File: src/rtl/prb_pkg.sv
package prb_pkg;
  localparam int MB_AW = 5;
  localparam int MB_DW = 16;

  typedef enum logic [2:0] {
    ST_IDLE,
    ST_PAGE,
    ST_FIRST,
    ST_SECOND,
    ST_DONE
  } prb_state_e;

  typedef struct packed {
    logic             wr;
    logic [MB_AW-1:0] phy;
    logic [MB_AW-1:0] regad;
    logic [MB_DW-1:0] data;
  } prb_xfer_t;
endpackage

File: src/rtl/prb_addr_map.sv
module prb_addr_map
  import prb_pkg::*;
#(
  parameter int               HOST_AW         = 32,
  parameter int               PAGE_SHIFT      = 7,
  parameter logic [MB_AW-1:0] PAGE_PHY        = 5'h1F,
  parameter logic [MB_AW-1:0] PAGE_REG        = 5'h10,
  parameter logic [MB_AW-1:0] DATA_PHY_BASE   = 5'h10,
  parameter logic [HOST_AW-1:0] KEEP_ORDER_ADDR = 'h98
) (
  input  logic [HOST_AW-1:0] addr,
  input  logic [2*MB_DW-1:0] wdata,
  input  logic               write,
  input  logic               hi_first,
  output prb_xfer_t          page_x,
  output prb_xfer_t          first_x,
  output prb_xfer_t          second_x
);
  localparam int WAW       = HOST_AW - 2;
  localparam int REG_IDX_W = MB_AW - 1;
  localparam int PHY_SEL_W = 3;

  logic [WAW-1:0]   word;
  logic [WAW-1:0]   page_full;
  logic [MB_AW-1:0] data_phy;
  logic             swap;
  prb_xfer_t        half_x [2];

  assign word      = addr[HOST_AW-1:2];
  assign page_full = word >> PAGE_SHIFT;
  assign data_phy  = DATA_PHY_BASE | MB_AW'(word[REG_IDX_W +: PHY_SEL_W]);

  assign page_x = '{wr: 1'b1, phy: PAGE_PHY, regad: PAGE_REG,
                    data: page_full[MB_DW-1:0]};

  for (genvar h = 0; h < 2; h++) begin : g_half
    assign half_x[h] = '{wr: write, phy: data_phy,
                         regad: {word[REG_IDX_W-1:0], (h == 1)},
                         data: wdata[h*MB_DW +: MB_DW]};
  end

  assign swap     = write && hi_first && (word != KEEP_ORDER_ADDR[HOST_AW-1:2]);
  assign first_x  = swap ? half_x[1] : half_x[0];
  assign second_x = swap ? half_x[0] : half_x[1];
endmodule

File: src/rtl/prb_seq.sv
module prb_seq
  import prb_pkg::*;
(
  input  logic       clk,
  input  logic       arst_n,
  input  logic       start,
  input  logic       ack,
  output prb_state_e state,
  output logic       accept,
  output logic       busy,
  output logic       done
);
  prb_state_e state_d;

  always_comb begin
    state_d = state;
    unique case (state)
      ST_IDLE:   if (start) state_d = ST_PAGE;
      ST_PAGE:   if (ack)   state_d = ST_FIRST;
      ST_FIRST:  if (ack)   state_d = ST_SECOND;
      ST_SECOND: if (ack)   state_d = ST_DONE;
      ST_DONE:              state_d = ST_IDLE;
      default:              state_d = ST_IDLE;
    endcase
  end

  always_ff @(posedge clk or negedge arst_n) begin
    if (!arst_n) state <= ST_IDLE;
    else         state <= state_d;
  end

  assign accept = (state == ST_IDLE) && start;
  assign busy   = (state == ST_PAGE) || (state == ST_FIRST) || (state == ST_SECOND);
  assign done   = (state == ST_DONE);

  p_done_single_r10: assert property (@(posedge clk) disable iff (!arst_n)
    done |=> !done);
  p_done_after_ack_r10: assert property (@(posedge clk) disable iff (!arst_n)
    done |-> $past(ack));
  p_busy_excl_done_r9: assert property (@(posedge clk) disable iff (!arst_n)
    busy |-> !done);
  p_wait_ack_r11: assert property (@(posedge clk) disable iff (!arst_n)
    (busy && !ack) |=> $stable(state));
endmodule

File: src/rtl/prb_rd_gather.sv
module prb_rd_gather
  import prb_pkg::*;
(
  input  logic               clk,
  input  logic               arst_n,
  input  logic               cap_lo,
  input  logic               cap_hi,
  input  logic [MB_DW-1:0]   half_in,
  output logic [2*MB_DW-1:0] word_out
);
  logic [MB_DW-1:0] lo_q;
  logic [MB_DW-1:0] hi_q;

  always_ff @(posedge clk or negedge arst_n) begin
    if (!arst_n)     lo_q <= '0;
    else if (cap_lo) lo_q <= half_in;
  end

  always_ff @(posedge clk or negedge arst_n) begin
    if (!arst_n)     hi_q <= '0;
    else if (cap_hi) hi_q <= half_in;
  end

  assign word_out = {hi_q, lo_q};

  p_one_half_r5: assert property (@(posedge clk) disable iff (!arst_n)
    !(cap_lo && cap_hi));
endmodule

File: src/rtl/paged_reg_bridge.sv
module paged_reg_bridge
  import prb_pkg::*;
#(
  parameter int                 HOST_AW         = 32,
  parameter int                 PAGE_SHIFT      = 7,
  parameter logic [MB_AW-1:0]   PAGE_PHY        = 5'h1F,
  parameter logic [MB_AW-1:0]   PAGE_REG        = 5'h10,
  parameter logic [MB_AW-1:0]   DATA_PHY_BASE   = 5'h10,
  parameter logic [HOST_AW-1:0] KEEP_ORDER_ADDR = 'h98
) (
  input  logic               clk,
  input  logic               rst_n,
  input  logic               hi_first_mode,
  input  logic               req_valid,
  input  logic               req_write,
  input  logic [HOST_AW-1:0] req_addr,
  input  logic [2*MB_DW-1:0] req_wdata,
  output logic [2*MB_DW-1:0] rsp_rdata,
  output logic               rsp_done,
  output logic               busy,
  output logic               mb_req,
  output logic               mb_write,
  output logic [MB_AW-1:0]   mb_phy,
  output logic [MB_AW-1:0]   mb_reg,
  output logic [MB_DW-1:0]   mb_wdata,
  input  logic               mb_ack,
  input  logic [MB_DW-1:0]   mb_rdata
);
  localparam int HDW = 2 * MB_DW;

  logic [1:0] rst_pipe;
  logic       arst_n;

  always_ff @(posedge clk or negedge rst_n) begin
    if (!rst_n) rst_pipe <= '0;
    else        rst_pipe <= {rst_pipe[0], 1'b1};
  end
  assign arst_n = rst_pipe[1];

  prb_state_e state;
  logic       accept;

  prb_seq u_seq (
    .clk    (clk),
    .arst_n (arst_n),
    .start  (req_valid),
    .ack    (mb_ack),
    .state  (state),
    .accept (accept),
    .busy   (busy),
    .done   (rsp_done)
  );

  logic [HOST_AW-1:0] addr_q;
  logic [HDW-1:0]     wdata_q;
  logic               write_q;
  logic               mode_q;

  always_ff @(posedge clk or negedge arst_n) begin
    if (!arst_n) begin
      addr_q  <= '0;
      wdata_q <= '0;
      write_q <= 1'b0;
      mode_q  <= 1'b0;
    end else if (accept) begin
      addr_q  <= req_addr;
      wdata_q <= req_wdata;
      write_q <= req_write;
      mode_q  <= hi_first_mode;
    end
  end

  prb_xfer_t page_x, first_x, second_x, cur_x;

  prb_addr_map #(
    .HOST_AW         (HOST_AW),
    .PAGE_SHIFT      (PAGE_SHIFT),
    .PAGE_PHY        (PAGE_PHY),
    .PAGE_REG        (PAGE_REG),
    .DATA_PHY_BASE   (DATA_PHY_BASE),
    .KEEP_ORDER_ADDR (KEEP_ORDER_ADDR)
  ) u_map (
    .addr     (addr_q),
    .wdata    (wdata_q),
    .write    (write_q),
    .hi_first (mode_q),
    .page_x   (page_x),
    .first_x  (first_x),
    .second_x (second_x)
  );

  always_comb begin
    cur_x = '0;
    unique case (state)
      ST_PAGE:   cur_x = page_x;
      ST_FIRST:  cur_x = first_x;
      ST_SECOND: cur_x = second_x;
      default:   cur_x = '0;
    endcase
  end

  assign mb_req   = busy;
  assign mb_write = cur_x.wr;
  assign mb_phy   = cur_x.phy;
  assign mb_reg   = cur_x.regad;
  assign mb_wdata = cur_x.data;

  logic cap_lo, cap_hi;
  assign cap_lo = mb_ack && !write_q && (state == ST_FIRST);
  assign cap_hi = mb_ack && !write_q && (state == ST_SECOND);

  prb_rd_gather u_gather (
    .clk      (clk),
    .arst_n   (arst_n),
    .cap_lo   (cap_lo),
    .cap_hi   (cap_hi),
    .half_in  (mb_rdata),
    .word_out (rsp_rdata)
  );

  p_hold_fields_r11: assert property (@(posedge clk) disable iff (!arst_n)
    (mb_req && !mb_ack) |=> (mb_req && $stable({mb_write, mb_phy, mb_reg, mb_wdata})));
  p_page_first_r2: assert property (@(posedge clk) disable iff (!arst_n)
    $rose(busy) |-> (mb_req && mb_write && mb_phy == PAGE_PHY && mb_reg == PAGE_REG));
  p_phy_range_r3: assert property (@(posedge clk) disable iff (!arst_n)
    (mb_req && mb_phy != PAGE_PHY) |-> ((mb_phy & ~5'h07) == DATA_PHY_BASE));
  p_quiet_idle_r12: assert property (@(posedge clk) disable iff (!arst_n)
    !busy |-> !mb_req);
endmodule

File: config.mk
export PLATFORM = sky130hd
export DESIGN_NAME = paged_reg_bridge
export DESIGN_NICKNAME = d
export VERILOG_FILES = /design/src/rtl/prb_pkg.sv /design/src/rtl/prb_addr_map.sv /design/src/rtl/prb_seq.sv /design/src/rtl/prb_rd_gather.sv /design/src/rtl/paged_reg_bridge.sv
export SDC_FILE = /design/constraint.sdc
export NUM_CORES = 1
export LEC_CHECK = 0
export BUFFER_PORTS_ARGS = -buffer_cell sky130_fd_sc_hd__buf_2
export CAP_MARGIN = 20
export CORE_MARGIN = 4
export CORE_UTILIZATION = 50
export DETAILED_ROUTE_END_ITERATION = 10
export GPL_ROUTABILITY_DRIVEN = 1
export HOLD_SLACK_MARGIN = 0.02
export PLACE_DENSITY = 0.77
export SLEW_MARGIN = 20
export SYNTH_ARGS = -nofsm -noshare
export SYNTH_HDL_FRONTEND = slang
export SYNTH_SLANG_ARGS = --single-unit
File: constraint.sdc
create_clock -name clk -period 4.8 [get_ports clk]
set_input_delay 0.24 -clock clk [delete_from_list [all_inputs] [get_ports clk]]
set_output_delay 0.24 -clock clk [all_outputs]
set_load 0.02 [all_outputs]
Yosys cells after proc, flatten, opt, wreduce, memory -nomap -nowiden
Cells that the tools add are included.

Bits in registers: 103. Word-level logic and storage cells: 36. Input port bits: 86.

Multiplexer cells: 8. Reductions and logical operators: 11. Eq/ne operators: 9.

Operators by type and width (number): 27-bit case mux with 3 select lines (1); 17-bit two-way mux (2); 30-bit by 6-bit inequality test with 1-bit output, second input constant (1); 3-bit two-way mux (4); 3-bit case mux with 4 select lines (1); 2-bit inequality test, second input constant (4); 3-bit by 2-bit == test with 1-bit output, second input constant (2); 1-bit logical AND (6); 4-bit AND reduction (1); 3-bit by 1-bit == test with 1-bit output, second input constant (1); 3-bit == test, second input constant (1); 3-bit logical NOT (1); 1-bit logical OR (2); 1-bit logical NOT (1).

Depth between registers and ports, before layout
Depth after elaboration: 4. Depth in mapped cells: 7. Gate-level depth less buffers: 5.

Modules after synthesis
From an unflattened synthesis, not the netlist that was laid out.

Cells, all modules: 422. Area total of the unflattened synthesis: 5610.4 um2.

By module, submodules not included: paged_reg_bridge (cells an instance 243, area each 3244.4 um2, times used 1); prb_rd_gather (cells an instance 68, area each 1298.7 um2, times used 1); prb_addr_map (cells an instance 97, area each 908.4 um2, times used 1); prb_seq (cells an instance 14, area each 158.9 um2, times used 1).

Worst setup path after synthesis
Ideal clock, no wire load.

Path type: register -> output. Start: register addr_q[18]. End: output port mb_wdata[0]. Stages on the path, launching flop included: 7. Arrival: 1845 ps. Path buffers: 1. Setup slack: 2715 ps. Data required time: 4560 ps. Cell sequence: dfrtp_1 > nor4_2 > nand4_1 > nor2_1 > mux2i_1 > buf_2 > a221o_1.

Cells in the longest elaborated chain, start to end: 4. Elaborated cells on any way between the ends: 5.

Ends and longest elaborated chain: from (decl) (RTL line paged_reg_bridge.sv:54) `logic [HOST_AW-1:0] addr_q;`; from (signal assigned) (RTL line paged_reg_bridge.sv:66) `addr_q <= req_addr;`; 30-bit by 6-bit inequality test with 1-bit output * (RTL line prb_addr_map.sv:42) `assign swap = write && hi_first && (word != KEEP_ORDER_ADDR[HOST_AW-1:2]);`; 1-bit logical AND * (RTL line prb_addr_map.sv:42); 17-bit two-way mux (on tied branches) (RTL line prb_addr_map.sv:44, prb_addr_map.sv:43); 27-bit case mux with 3 select lines * (RTL line paged_reg_bridge.sv:94) `unique case (state)`; to (decl) (RTL line paged_reg_bridge.sv:25) `output logic [MB_DW-1:0] mb_wdata,`.

Mark *: on every way between the ends. The rest lies on a longest branch, timed or not.

Worst setup path after layout
Start: register addr_q[2]. End: output port mb_wdata[1].

The elaborated chain is that of the path after synthesis.

==> impl_metrics.env <==
export IMPL_max_freq_mhz=316
export IMPL_regArea_um2=2530
export IMPL_rsz0062_at_grt="false"
export IMPL_worst_slack_ps=1630
export IMPL_ant_nets=0
export IMPL_relSlewSlack_pct=30.2
export IMPL_hpwl_mm=7.03
export IMPL_layout_commonest_cell="buf_2"
export IMPL_antenna_found_initial=1
export IMPL_firstDrtPassIters=4
export IMPL_placed_cell_area_um2=5150
export IMPL_status="finished, final reports clean"
export IMPL_die_h_um=101
export IMPL_power_density_nw_per_um2=752
export IMPL_syn_cell_area_um2=4340
export IMPL_finalHoldViolCount=0
export IMPL_critPathTopFamily="multiplexers"
export IMPL_period_share_pct=66.0
export IMPL_synth_fp_nets=388
export IMPL_grt_pass1_wl_mm=15.3
export IMPL_final_nets=531
export IMPL_port_buffers=145
export IMPL_grt_overflow=0
export IMPL_track_usage_pct=19.3
export IMPL_multiInputGateArea_um2=1710
export IMPL_wl_per_cell_um=17.6
export IMPL_synthDistinctLibCells=34
export IMPL_critPathSlowestCell="mux2i_2"
export IMPL_crit_arrival_ps=2930
export IMPL_worstMarginPinSlew_ps=1030
export IMPL_grt_pass1_vias=3113
export IMPL_n_fill_cell=665
export IMPL_grt_max_degree=64
export IMPL_path_buf_inv=1
export IMPL_slew_viol_final=0
export IMPL_async_reset_ff_share_pct=100
export IMPL_drv_cap=0
export IMPL_cts_made_buffers=9
export IMPL_cts_clk_slew_worst_paths_ps=100
export IMPL_synth_edff_count=0
export IMPL_wirelength_mm=9.81
export IMPL_synth_ff_type="dfrtp_1"
export IMPL_syn_to_final_growth_pct=24.1
export IMPL_drc=0
export IMPL_cts_root_buf="clkbuf_8"
export IMPL_avgSynthCellArea_um2=14.4
export IMPL_path_cells="nor4b_1 -> nand4_1 -> o21ai_2 -> mux2i_2 -> a221o_1 -> buf_2"
export IMPL_final_cell_mix="buf_2 (145), dfrtp_1 (100), mux2_2 (78), a221o_1 (16), a22o_1 (15)"
export IMPL_die_area_um2=10200
export IMPL_end_kind="primary output"
export IMPL_num_vias=3015
export IMPL_leakage_nw=2.55
export IMPL_crit_type="flip-flop to primary output"
export IMPL_synth_seq_cells=101
export IMPL_num_rows=33
export IMPL_die_w_um=101
export IMPL_design_area_um2=5390
export IMPL_slowest_delay_ps=870
export IMPL_coreArea_um2=8340
export IMPL_post_route_min_period_ps=3170
export IMPL_postCtsSetupRepairBufs=0
export IMPL_htree_levels=3
export IMPL_via_per_inst=5.42
export IMPL_drtIter0Drc=83
export IMPL_synth_warnings=0
export IMPL_syn_inst=302
export IMPL_ioPinCount=148
export IMPL_gp_congestion=0.768
export IMPL_clock_path_buffers=2
export IMPL_cp_required_ps=4560
export IMPL_start_util_pct=52.1
export IMPL_ir_drop_v=0.000359
export IMPL_worst_setup_path_start_kind="flip-flop"
export IMPL_synth_seq_area_share_pct=58.2
export IMPL_finalSetupViolCount=0
export IMPL_path_max_fanout=17
export IMPL_drive_gt1_share_pct=57.3
export IMPL_insertion_delay_ps=360
export IMPL_post_place_ws_ps=2030
export IMPL_finalSetupTns_ps=0
export IMPL_min_path_type="primary input to flip-flop"
export IMPL_finalClockSkew_ps=9.57
export IMPL_tritoncts="done"
export IMPL_cts_sinks=101
## power breakdown
part           switching [mW]  internal (mW)  total, mW
combinational            1.00          0.869       1.87
clock                   0.302          0.301      0.603
sequential              0.302           1.28       1.58
## cells by family (layout without fill, tap and decap cells)
group | count (synthesis) | count (layout) | share of synthesized area [%]
buffers and inverters | 25 | 173 | 2.94
xor gates and xnor gates | 1 | 1 | 0.202
muxes | 94 | 94 | 24.4
and+or+nand+nor | 36 | 36 | 5.79
other | 1 | 2 | 0.0863
DFF | 101 | 101 | 58.2
AOI/OAI and AO/OA | 44 | 44 | 8.41
## worst min-delay path, cell delays in order
cell and delay, ps:
buf_2 80, nand2_1 40, o21ai_0 60
## final cells by class
class,count,share of cell area [%]
antenna,1,0.0464
clock buffer,9,2.30
clock inverter,7,1.90
inverter,7,0.487
multi-input combinational,176,31.7
sequential,101,47.0
tap,105,2.44
timing repair buffer,150,14.2
## final timing paths
kind / cells past startpoint / end / startpoint / slack [ps]
min in group asynchronous: 2 / rst_pipe[1] / rst_n / 200
worst min register to register: 0 / rst_pipe[1] / rst_pipe[0] / 360
worst max-delay path: 6 / mb_wdata[1] / addr_q[2] / 1630
max in group asynchronous: 1 / addr_q[11] / rst_pipe[1] / 3390
worst min-delay path: 3 / addr_q[6] / req_addr[6] / 80
worst max register to register: 3 / wdata_q[14] / u_seq.state[1] / 2290
## sequential cells by signal, summed over array words and instances (netlist names)
signal	count
wdata_q	32
addr_q	30
u_gather.hi_q	16
u_gather.lo_q	16
u_seq.state	3
rst_pipe	2
mode_q	1
write_q	1
## layer usage
layer  GRT usage, %  wire length (um)  vias to the layer above
li1               -                 -                     1409
met1           23.8              3980                     1501
met2           32.9              5050                       92
met3           5.65               613                       13
met4           5.52               163                        0
met5              0                 0                        -
## stage by stage
| stage | utilization [%] | cells | hold WS, ps | power (mW) |
|---|---|---|---|---|
| 3_3_place_gp | 61.7 | 538 | 25.2 | 3.41 |
| 4_1_cts | 64.6 | 555 | 70.1 | 4.10 |
| 5_1_grt | 64.6 | 556 | 72.2 | 4.31 |
| 6_report | 64.6 | 556 | 83.3 | 4.05 |
| 3_5_place_dp | 61.8 | 538 | 29.7 | 3.49 |
| 2_1_floorplan | - | 302 | -55.6 | 2.91 |
## Yosys cell counts (3+ instances only)
cell type	number	area [um^2]
dfrtp_1	101	2530
mux2_2	78	878
a221o_1	16	160
a22o_1	15	131
mux2_1	14	158
buf_2	12	60.1
inv_1	7	26.3
nand2_1	7	26.3
nor2_1	6	22.5
o21ai_0	6	30.0
a21oi_1	5	25.0
and2_1	4	25.0
buf_4	3	22.5
## what timing repair did
action	CTS	global route
hold endpoints to repair	2	0
gates resized for setup	0	0
hold buffers	1	0
(Power assumes the default switching activity.)
